==> src/rtl/rbe_pkg.sv <==
package rbe_pkg;

    typedef enum logic [3:0] {
        RG_CMD      = 4'd0,
        RG_SRC_XY   = 4'd1,
        RG_DST_XY   = 4'd2,
        RG_SIZE     = 4'd3,
        RG_SRC_BASE = 4'd4,
        RG_DST_BASE = 4'd5,
        RG_PITCH    = 4'd6,
        RG_MODE     = 4'd7,
        RG_FG       = 4'd8,
        RG_STATUS   = 4'd9
    } reg_idx_e;

    typedef enum logic [1:0] {
        OP_NONE = 2'd0,
        OP_FILL = 2'd1,
        OP_COPY = 2'd2,
        OP_BAD  = 2'd3
    } op_e;

    localparam logic [7:0] ROP_ZERO = 8'h00;
    localparam logic [7:0] ROP_ONES = 8'hFF;
    localparam logic [7:0] ROP_FG   = 8'hF0;
    localparam logic [7:0] ROP_XOR  = 8'h5A;
    localparam logic [7:0] ROP_SRC  = 8'hCC;

    typedef struct packed {
        logic [7:0] rop;
        logic       rev_x;
        logic       rev_y;
        op_e        op;
    } job_t;

    function automatic job_t decode_cmd(input logic [31:0] w);
        job_t j;
        j.rop   = w[31:24];
        j.rev_x = w[15];
        j.rev_y = w[14];
        j.op    = op_e'(w[1:0]);
        return j;
    endfunction

    function automatic logic fill_rop_ok(input logic [7:0] r);
        return (r == ROP_ZERO) || (r == ROP_ONES) || (r == ROP_FG) || (r == ROP_XOR);
    endfunction

    function automatic logic cmd_legal(input job_t j, input logic [1:0] rot,
                                       input logic [1:0] depth);
        logic op_ok;
        op_ok = ((j.op == OP_FILL) && fill_rop_ok(j.rop)) ||
                ((j.op == OP_COPY) && (j.rop == ROP_SRC));
        return op_ok && (rot == 2'b00) && (depth != 2'd3);
    endfunction

    function automatic logic need_read(input job_t j);
        return (j.op == OP_COPY) || (j.rop == ROP_XOR);
    endfunction

    function automatic logic [31:0] depth_mask(input logic [1:0] depth);
        case (depth)
            2'd0:    return 32'h0000_00FF;
            2'd1:    return 32'h0000_FFFF;
            default: return 32'hFFFF_FFFF;
        endcase
    endfunction

    function automatic logic [31:0] fill_pixel(input logic [7:0] rop, input logic [31:0] fg,
                                               input logic [31:0] old, input logic [31:0] mask);
        case (rop)
            ROP_ZERO: return 32'h0;
            ROP_ONES: return mask;
            ROP_FG:   return fg & mask;
            default:  return (fg ^ old) & mask;
        endcase
    endfunction

endpackage

==> src/rtl/rbe_regs.sv <==
module rbe_regs
    import rbe_pkg::*;
#(
    parameter int COORD_W = 12,
    parameter int PITCH_W = 11,
    parameter int BASE_W  = 26
) (
    input  logic               clk,
    input  logic               rst,
    input  logic               we,
    input  logic [3:0]         addr,
    input  logic [31:0]        wdata,
    input  logic               busy,
    output logic [31:0]        rdata,
    output logic               start,
    output job_t               start_job,
    output job_t               job,
    output logic [COORD_W-1:0] src_x,
    output logic [COORD_W-1:0] src_y,
    output logic [COORD_W-1:0] dst_x,
    output logic [COORD_W-1:0] dst_y,
    output logic [COORD_W-1:0] w_m1,
    output logic [COORD_W-1:0] h_m1,
    output logic [BASE_W-1:0]  src_base,
    output logic [BASE_W-1:0]  dst_base,
    output logic [PITCH_W-1:0] src_pitch,
    output logic [PITCH_W-1:0] dst_pitch,
    output logic [1:0]         depth,
    output logic [31:0]        fg
);
    localparam int HI = 16;

    logic [31:0] cmd_q;
    logic [1:0]  rot_q;

    function automatic logic [31:0] pair_c(input logic [COORD_W-1:0] lo,
                                           input logic [COORD_W-1:0] hi);
        logic [31:0] r;
        r = '0;
        r[COORD_W-1:0]       = lo;
        r[HI+COORD_W-1:HI]   = hi;
        return r;
    endfunction

    assign start_job = decode_cmd(wdata);
    assign job       = decode_cmd(cmd_q);
    assign start     = we && !busy && (addr == RG_CMD) &&
                       cmd_legal(start_job, rot_q, depth);

    always_ff @(posedge clk) begin
        if (rst) begin
            cmd_q     <= '0;
            src_x     <= '0;
            src_y     <= '0;
            dst_x     <= '0;
            dst_y     <= '0;
            w_m1      <= '0;
            h_m1      <= '0;
            src_base  <= '0;
            dst_base  <= '0;
            src_pitch <= '0;
            dst_pitch <= '0;
            rot_q     <= '0;
            depth     <= '0;
            fg        <= '0;
        end else if (we && !busy) begin
            case (addr)
                RG_CMD:      if (start) cmd_q <= wdata;
                RG_SRC_XY: begin
                    src_x <= wdata[COORD_W-1:0];
                    src_y <= wdata[HI+COORD_W-1:HI];
                end
                RG_DST_XY: begin
                    dst_x <= wdata[COORD_W-1:0];
                    dst_y <= wdata[HI+COORD_W-1:HI];
                end
                RG_SIZE: begin
                    w_m1 <= wdata[COORD_W-1:0];
                    h_m1 <= wdata[HI+COORD_W-1:HI];
                end
                RG_SRC_BASE: src_base <= wdata[BASE_W-1:0];
                RG_DST_BASE: dst_base <= wdata[BASE_W-1:0];
                RG_PITCH: begin
                    src_pitch <= wdata[PITCH_W-1:0];
                    dst_pitch <= wdata[HI+PITCH_W-1:HI];
                end
                RG_MODE: begin
                    rot_q <= wdata[1:0];
                    depth <= wdata[9:8];
                end
                RG_FG:       fg <= wdata;
                default: ;
            endcase
        end
    end

    always_comb begin
        rdata = '0;
        case (addr)
            RG_CMD:      rdata = cmd_q;
            RG_SRC_XY:   rdata = pair_c(src_x, src_y);
            RG_DST_XY:   rdata = pair_c(dst_x, dst_y);
            RG_SIZE:     rdata = pair_c(w_m1, h_m1);
            RG_SRC_BASE: rdata[BASE_W-1:0] = src_base;
            RG_DST_BASE: rdata[BASE_W-1:0] = dst_base;
            RG_PITCH: begin
                rdata[PITCH_W-1:0]       = src_pitch;
                rdata[HI+PITCH_W-1:HI]   = dst_pitch;
            end
            RG_MODE: begin
                rdata[1:0] = rot_q;
                rdata[9:8] = depth;
            end
            RG_FG:       rdata = fg;
            RG_STATUS:   rdata[0] = busy;
            default:     rdata = '0;
        endcase
    end

endmodule

==> src/rtl/rbe_walker.sv <==
module rbe_walker #(
    parameter int COORD_W = 12
) (
    input  logic               clk,
    input  logic               rst,
    input  logic               load,
    input  logic               step,
    input  logic               rev_x,
    input  logic               rev_y,
    input  logic [COORD_W-1:0] w_m1,
    input  logic [COORD_W-1:0] h_m1,
    input  logic [COORD_W-1:0] sx,
    input  logic [COORD_W-1:0] sy,
    input  logic [COORD_W-1:0] dx,
    input  logic [COORD_W-1:0] dy,
    output logic [COORD_W-1:0] cur_sx,
    output logic [COORD_W-1:0] cur_sy,
    output logic [COORD_W-1:0] cur_dx,
    output logic [COORD_W-1:0] cur_dy,
    output logic               last
);
    logic [COORD_W-1:0] col, row;
    logic               end_col;

    function automatic logic [COORD_W-1:0] walk(input logic [COORD_W-1:0] start,
                                                input logic [COORD_W-1:0] off,
                                                input logic rev);
        return rev ? start - off : start + off;
    endfunction

    assign end_col = (col == w_m1);
    assign last    = end_col && (row == h_m1);

    always_ff @(posedge clk) begin
        if (rst || load) begin
            col <= '0;
            row <= '0;
        end else if (step) begin
            if (end_col) begin
                col <= '0;
                row <= row + 1'b1;
            end else begin
                col <= col + 1'b1;
            end
        end
    end

    assign cur_sx = walk(sx, col, rev_x);
    assign cur_dx = walk(dx, col, rev_x);
    assign cur_sy = walk(sy, row, rev_y);
    assign cur_dy = walk(dy, row, rev_y);

endmodule

==> src/rtl/rbe_addr.sv <==
module rbe_addr #(
    parameter int COORD_W = 12,
    parameter int PITCH_W = 11,
    parameter int BASE_W  = 26,
    parameter int ADDR_W  = 32
) (
    input  logic [BASE_W-1:0]  base,
    input  logic [PITCH_W-1:0] pitch,
    input  logic [COORD_W-1:0] x,
    input  logic [COORD_W-1:0] y,
    input  logic [1:0]         depth,
    output logic [ADDR_W-1:0]  addr
);
    localparam int ROW_W = COORD_W + PITCH_W + 3;
    localparam int COL_W = COORD_W + 2;

    logic [ROW_W-1:0] row_off;
    logic [COL_W-1:0] col_off;

    assign row_off = ROW_W'(y) * ROW_W'({pitch, 3'b000});

    always_comb begin
        case (depth)
            2'd0:    col_off = COL_W'(x);
            2'd1:    col_off = COL_W'({x, 1'b0});
            default: col_off = {x, 2'b00};
        endcase
    end

    assign addr = ADDR_W'({base, 3'b000}) + ADDR_W'(row_off) + ADDR_W'(col_off);

endmodule

==> src/rtl/rect_blit_engine.sv <==
module rect_blit_engine
    import rbe_pkg::*;
#(
    parameter int COORD_W = 12,
    parameter int PITCH_W = 11,
    parameter int BASE_W  = 26,
    parameter int ADDR_W  = 32
) (
    input  logic              clk,
    input  logic              rst,
    input  logic              cfg_we,
    input  logic [3:0]        cfg_addr,
    input  logic [31:0]       cfg_wdata,
    output logic [31:0]       cfg_rdata,
    output logic              mem_req,
    output logic              mem_we,
    output logic [ADDR_W-1:0] mem_addr,
    output logic [31:0]       mem_wdata,
    input  logic [31:0]       mem_rdata,
    input  logic              mem_ready
);
    typedef enum logic [1:0] {ST_IDLE, ST_READ, ST_WRITE} st_e;

    st_e state;
    logic busy;
    logic start, last, step;
    job_t start_job, job;
    logic [COORD_W-1:0] src_x, src_y, dst_x, dst_y, w_m1, h_m1;
    logic [COORD_W-1:0] cur_sx, cur_sy, cur_dx, cur_dy;
    logic [BASE_W-1:0]  src_base, dst_base;
    logic [PITCH_W-1:0] src_pitch, dst_pitch;
    logic [1:0]         px_depth;
    logic [31:0]        fg, px_mask, rd_q;
    logic [ADDR_W-1:0]  src_addr, dst_addr;
    logic               is_copy, rd_needed;

    assign busy      = (state != ST_IDLE);
    assign px_mask   = depth_mask(px_depth);
    assign is_copy   = (job.op == OP_COPY);
    assign rd_needed = need_read(job);

    rbe_regs #(.COORD_W(COORD_W), .PITCH_W(PITCH_W), .BASE_W(BASE_W)) u_regs (
        .clk(clk), .rst(rst), .we(cfg_we), .addr(cfg_addr), .wdata(cfg_wdata),
        .busy(busy), .rdata(cfg_rdata), .start(start), .start_job(start_job),
        .job(job), .src_x(src_x), .src_y(src_y), .dst_x(dst_x), .dst_y(dst_y),
        .w_m1(w_m1), .h_m1(h_m1), .src_base(src_base), .dst_base(dst_base),
        .src_pitch(src_pitch), .dst_pitch(dst_pitch), .depth(px_depth), .fg(fg)
    );

    rbe_walker #(.COORD_W(COORD_W)) u_walk (
        .clk(clk), .rst(rst), .load(start), .step(step),
        .rev_x(job.rev_x), .rev_y(job.rev_y), .w_m1(w_m1), .h_m1(h_m1),
        .sx(src_x), .sy(src_y), .dx(dst_x), .dy(dst_y),
        .cur_sx(cur_sx), .cur_sy(cur_sy), .cur_dx(cur_dx), .cur_dy(cur_dy),
        .last(last)
    );

    rbe_addr #(.COORD_W(COORD_W), .PITCH_W(PITCH_W), .BASE_W(BASE_W), .ADDR_W(ADDR_W))
    u_src_addr (
        .base(src_base), .pitch(src_pitch), .x(cur_sx), .y(cur_sy),
        .depth(px_depth), .addr(src_addr)
    );

    rbe_addr #(.COORD_W(COORD_W), .PITCH_W(PITCH_W), .BASE_W(BASE_W), .ADDR_W(ADDR_W))
    u_dst_addr (
        .base(dst_base), .pitch(dst_pitch), .x(cur_dx), .y(cur_dy),
        .depth(px_depth), .addr(dst_addr)
    );

    assign step = (state == ST_WRITE) && mem_ready && !last;

    always_ff @(posedge clk) begin
        if (rst) begin
            state <= ST_IDLE;
            rd_q  <= '0;
        end else begin
            case (state)
                ST_IDLE: begin
                    if (start)
                        state <= need_read(start_job) ? ST_READ : ST_WRITE;
                end
                ST_READ: begin
                    if (mem_ready) begin
                        rd_q  <= mem_rdata & px_mask;
                        state <= ST_WRITE;
                    end
                end
                ST_WRITE: begin
                    if (mem_ready) begin
                        if (last)           state <= ST_IDLE;
                        else if (rd_needed) state <= ST_READ;
                        else                state <= ST_WRITE;
                    end
                end
                default: state <= ST_IDLE;
            endcase
        end
    end

    always_comb begin
        mem_req   = (state != ST_IDLE);
        mem_we    = (state == ST_WRITE);
        mem_addr  = (state == ST_READ && is_copy) ? src_addr : dst_addr;
        mem_wdata = is_copy ? rd_q : fill_pixel(job.rop, fg, rd_q, px_mask);
    end

endmodule

==> config.mk <==
export PLATFORM = sky130hd
export DESIGN_NAME = rect_blit_engine
export DESIGN_NICKNAME = d
export VERILOG_FILES = /design/src/rtl/rbe_pkg.sv /design/src/rtl/rbe_regs.sv /design/src/rtl/rbe_walker.sv /design/src/rtl/rbe_addr.sv /design/src/rtl/rect_blit_engine.sv
export SDC_FILE = /design/constraint.sdc
export NUM_CORES = 2
export LEC_CHECK = 0
export BUFFER_PORTS_ARGS = -buffer_cell sky130_fd_sc_hd__buf_4
export CAP_MARGIN = 20
export CELL_PAD_IN_SITES_DETAIL_PLACEMENT = 2
export CELL_PAD_IN_SITES_GLOBAL_PLACEMENT = 2
export CORE_MARGIN = 2
export CORE_UTILIZATION = 39
export CTS_BUF_LIST = sky130_fd_sc_hd__clkbuf_8
export DETAILED_ROUTE_END_ITERATION = 10
export PLACE_DENSITY = 0.86
export SLEW_MARGIN = 0
export SYNTH_ARGS = -nofsm -noshare
export SYNTH_HDL_FRONTEND = slang
export SYNTH_HIERARCHICAL = 1
export SYNTH_SLANG_ARGS = --single-unit
==> constraint.sdc <==
create_clock -name clk -period 11.1 [get_ports clk]
set_clock_uncertainty 0.15 [all_clocks]
set_input_delay 0 -clock clk [delete_from_list [all_inputs] [get_ports clk]]
set_output_delay 0 -clock clk [all_outputs]
set_load 0.02 [all_outputs]
==> run metrics, run 1 <==
clk buf depth=3; Synth Instances=3853; largest net degree at the start of global routing=124; Halt Stage=global routing; Place WS=-0.696 ns; WEP type=top-level output; Post-Synthesis Cell Area=29900 µm²; Root Buffer Master=clkbuf_8; Avg Inst Size Synth=7.75 µm²; I/O pin count=170; Starting Density=39.4%; Error=[ERROR GRT-0232] Routing congestion too high. Check the congestion heatmap in the GUI.; number of buffers created by CTS=46; Synth warnings=6; CTS H-tree depth=2; gr ovfl total=95; outcome=did not finish; antenna violations before repair=29; dpl hpwl=107000 µm; Die X=281 µm; row count=101; placed cells=4795; total track usage=78.4%; Die Height=281 µm; CTS Sinks=272; post-GRT worst EP=mem_addr[29]; GPL Wtd Cong=0.895; Port Buffer Count=167
-- per-stage QoR --
| step | instance area, µm² | hold WS [ns] | util [%] | TNS [ns] |
|---|---|---|---|---|
| after floorplan | 29900 | -0.0140 | - | 0 |
| after global placement | 31600 | 0.0979 | 41.7 | 0 |
| after detailed placement | 31600 | 0.110 | 41.7 | -4.15 |
| after CTS | 35000 | 0.0741 | 46.2 | 0 |
-- routing by layer --
layer | GRT overflow | global-route usage, %
met1 | 2 | 75.8
met2 | 50 | 93.2
met3 | 2 | 66.5
met4 | 40 | 80.8
met5 | 1 | 42.2
-- repair_timing --
action                     4_1_cts
gates cloned                     0
hold buffers                   128
hold endpoints to repair       248
pin swaps                       66
resized for setup              132
buffers inserted                44
setup endpoints to repair       17
==> run 2, diff against run 1 <==
Settings changed: CELL_PAD_IN_SITES_DETAIL_PLACEMENT 2 to not set, CELL_PAD_IN_SITES_GLOBAL_PLACEMENT 2 to not set, CORE_UTILIZATION 39 to 30, CTS_BUF_LIST sky130_fd_sc_hd__clkbuf_8 to not set, PLACE_DENSITY 0.86 to not set, PLACE_DENSITY_LB_ADDON set to 0.15.
==> run 2 against run 1 <==
  * The run now ends clean
  * Area after synthesis unchanged
  * Synthesized cell count stayed put
==> run metrics, run 2 <==
clk buf depth=3 (unchanged); commonest non-fill, non-tap cell in the layout=nand2_1; Avg Inst Size Synth=7.75 µm² (unchanged); worst-margin pin slew=1.21 ns; die area=102000 µm²; Routed WL per cell=21.9 µm; DR iter-0 viols=2021; worst endpoint required time=10.95 ns; wirelength, routed=117000 µm; CP most frequent cell=fa_1; fill cell count=10291; Root Buffer Master=clkbuf_16; fin crit period=10.78 ns; startpoint types=register; Max VDD drop=0.112 mV; Pleak=14.6 nW; CTS Sinks=272 (unchanged); Clock Latency Late Sink=0.61 ns; TritonCTS clock tree=done; largest net degree at the start of global routing=88; Die X=320 µm (+14%); Worst Hold Depth=5; fin crit share=97.1%; # nets final=4497; row count=115 (+14%); Crit-path slowest cell=fa_1; placed cells=5115 (+6.7%); Setup Crit Path Kind=reg2out; final setup vio count=0; DRT Pass-1 Iters=7; DRC=0; Power Density=62.1 nW/µm²; gr ovfl total=0; outcome=complete, no violations; CTS H-tree depth=1 (-1); I/O pin count=170 (unchanged); R2R depth=9; layout cells sized above 1=14.5%; CP endpoint kind=primary output; RR Startpoint=state[1]; Post-Synthesis Cell Area=29900 µm² (unchanged); worst relative slew slack=19.5%; total track usage=22.1%; GPL Wtd Cong=0.866 (-3.3%); crit-path leading delay family=adder cells; f_max=92.8 MHz; reg-to-reg slack, setup=7.20 ns; min-delay src=cfg_we; Die Height=320 µm (+14%); Starting Density=30.3% (-9.1 points); Final Non-Filler Cells=5340; antenna violations before repair=3; crit path DAT=10.63 ns; dpl hpwl=89300 µm (-17%); Hold Vio Cnt, Final=0; commonest non-fill, non-tap cells in the layout=643 x nand2_1, 336 x inv_1, 309 x a21oi_1; Max-cap violations=0; vias in the first global route=26614; first-pass GRT wire length=173000 µm; area delta synth->final=18.4%; Worst Hold Path EP=u_regs/dst_base[0]; Post-DRT Antenna Nets=0; vias per inst=5.21; Max Transition Viols Final=0; Largest regs=rd_q (32), u_regs/cmd_q (32), u_regs/fg (32); CP Buf/Inv Count=7; Worst Path Max Fanout=7; slowest stage delay, CP=0.57 ns; RSZ-0062 raised after global routing=yes; HP Class=in2reg; Worst R2R End=u_walk/col[9]; Synth warnings=6 (unchanged); hold_ws=0.0550 ns; Vias=27840; Worst-path clk slew=0.06 ns; Synth Instances=3853 (unchanged); Placeable Area=98600 µm²; number of buffers created by CTS=29 (-37%); Port Buffer Count=167 (unchanged)
-- run 2: repair_timing --
| item | CTS | global route |
|---|---|---|
| hold buffers | 116 | 0 |
| setup buffers | 18 | 39 |
| resized for setup | 20 | 115 |
| endpoints found under the setup margin | 8 | 11 |
| endpoints found under the hold margin | 252 | 0 |
| pin swaps | 7 | 70 |
-- run 2: power breakdown --
part,switching (mW),internal [mW]
Combinational,0.138,0.0813
Sequential,0.0206,0.984
Clock,0.442,0.531
Total,0.601,1.60
-- run 2: cell type report --
type / count / area [µm²] / share of cell area (%)
Multi-Input combinational cell: 2965 / 22600 / 63.9
Inverter: 341 / 1280 / 3.63
Antenna cell: 2 / 5.00 / 0.0142
Clock buffer: 42 / 815 / 2.30
Sequential cell: 272 / 5450 / 15.4
Clock inverter: 7 / 80.1 / 0.226
Timing Repair Buffer: 424 / 3520 / 9.96
Tap cell: 1287 / 1610 / 4.55
-- run 2: per-layer routing --
metal / track usage, % / wire (µm) / vias to the layer above
met3: 1.60 / 5490 / 118
met1: 30.5 / 54100 / 13548
met4: 4.93 / 2610 / 0
met5: 0 / 0 / -
li1: - / - / 13435
met2: 37.5 / 54700 / 739
-- run 2: worst max-delay path by stage --
stage                        end  slack (ns)  cells after the start          start
finish              mem_addr[27]        0.32                     38  u_walk/row[0]
detailed placement  mem_addr[27]        0.12                     44  u_walk/row[0]
global route        mem_addr[27]       -0.16                     44  u_walk/row[0]
floorplan           mem_addr[27]        0.75                     41  u_walk/row[0]
global placement    mem_addr[27]        0.32                     44  u_walk/row[0]
CTS                 mem_addr[27]       0.007                     40  u_walk/row[0]
-- run 2: stage by stage --
step	setup WS [ns]	area, µm²	util (%)	TNS [ns]	total power, mW
after floorplan	0.752	29900	-	0	1.13
after global placement	0.324	32100	32.6	0	1.22
after detailed placement	0.117	32100	32.6	0	1.22
after CTS	0.00683	34400	34.9	0	2.21
after global routing	-0.158	35400	35.9	-0.373	2.26
final	0.320	35400	35.9	0	2.20
-- run 2: worst register-to-register path, cell delays in order, from the launching register on --
cell	delay (ns)
dfxtp_1	0.40
or2_2	0.38
nor2b_1	0.80
and3_1	0.38
o311ai_4	0.12
and2_4	0.38
inv_2	0.16
or2_2	0.31
nand2b_1	0.56
nor2_1	0.12
Note: power is estimated with default switching activity, not from simulation.
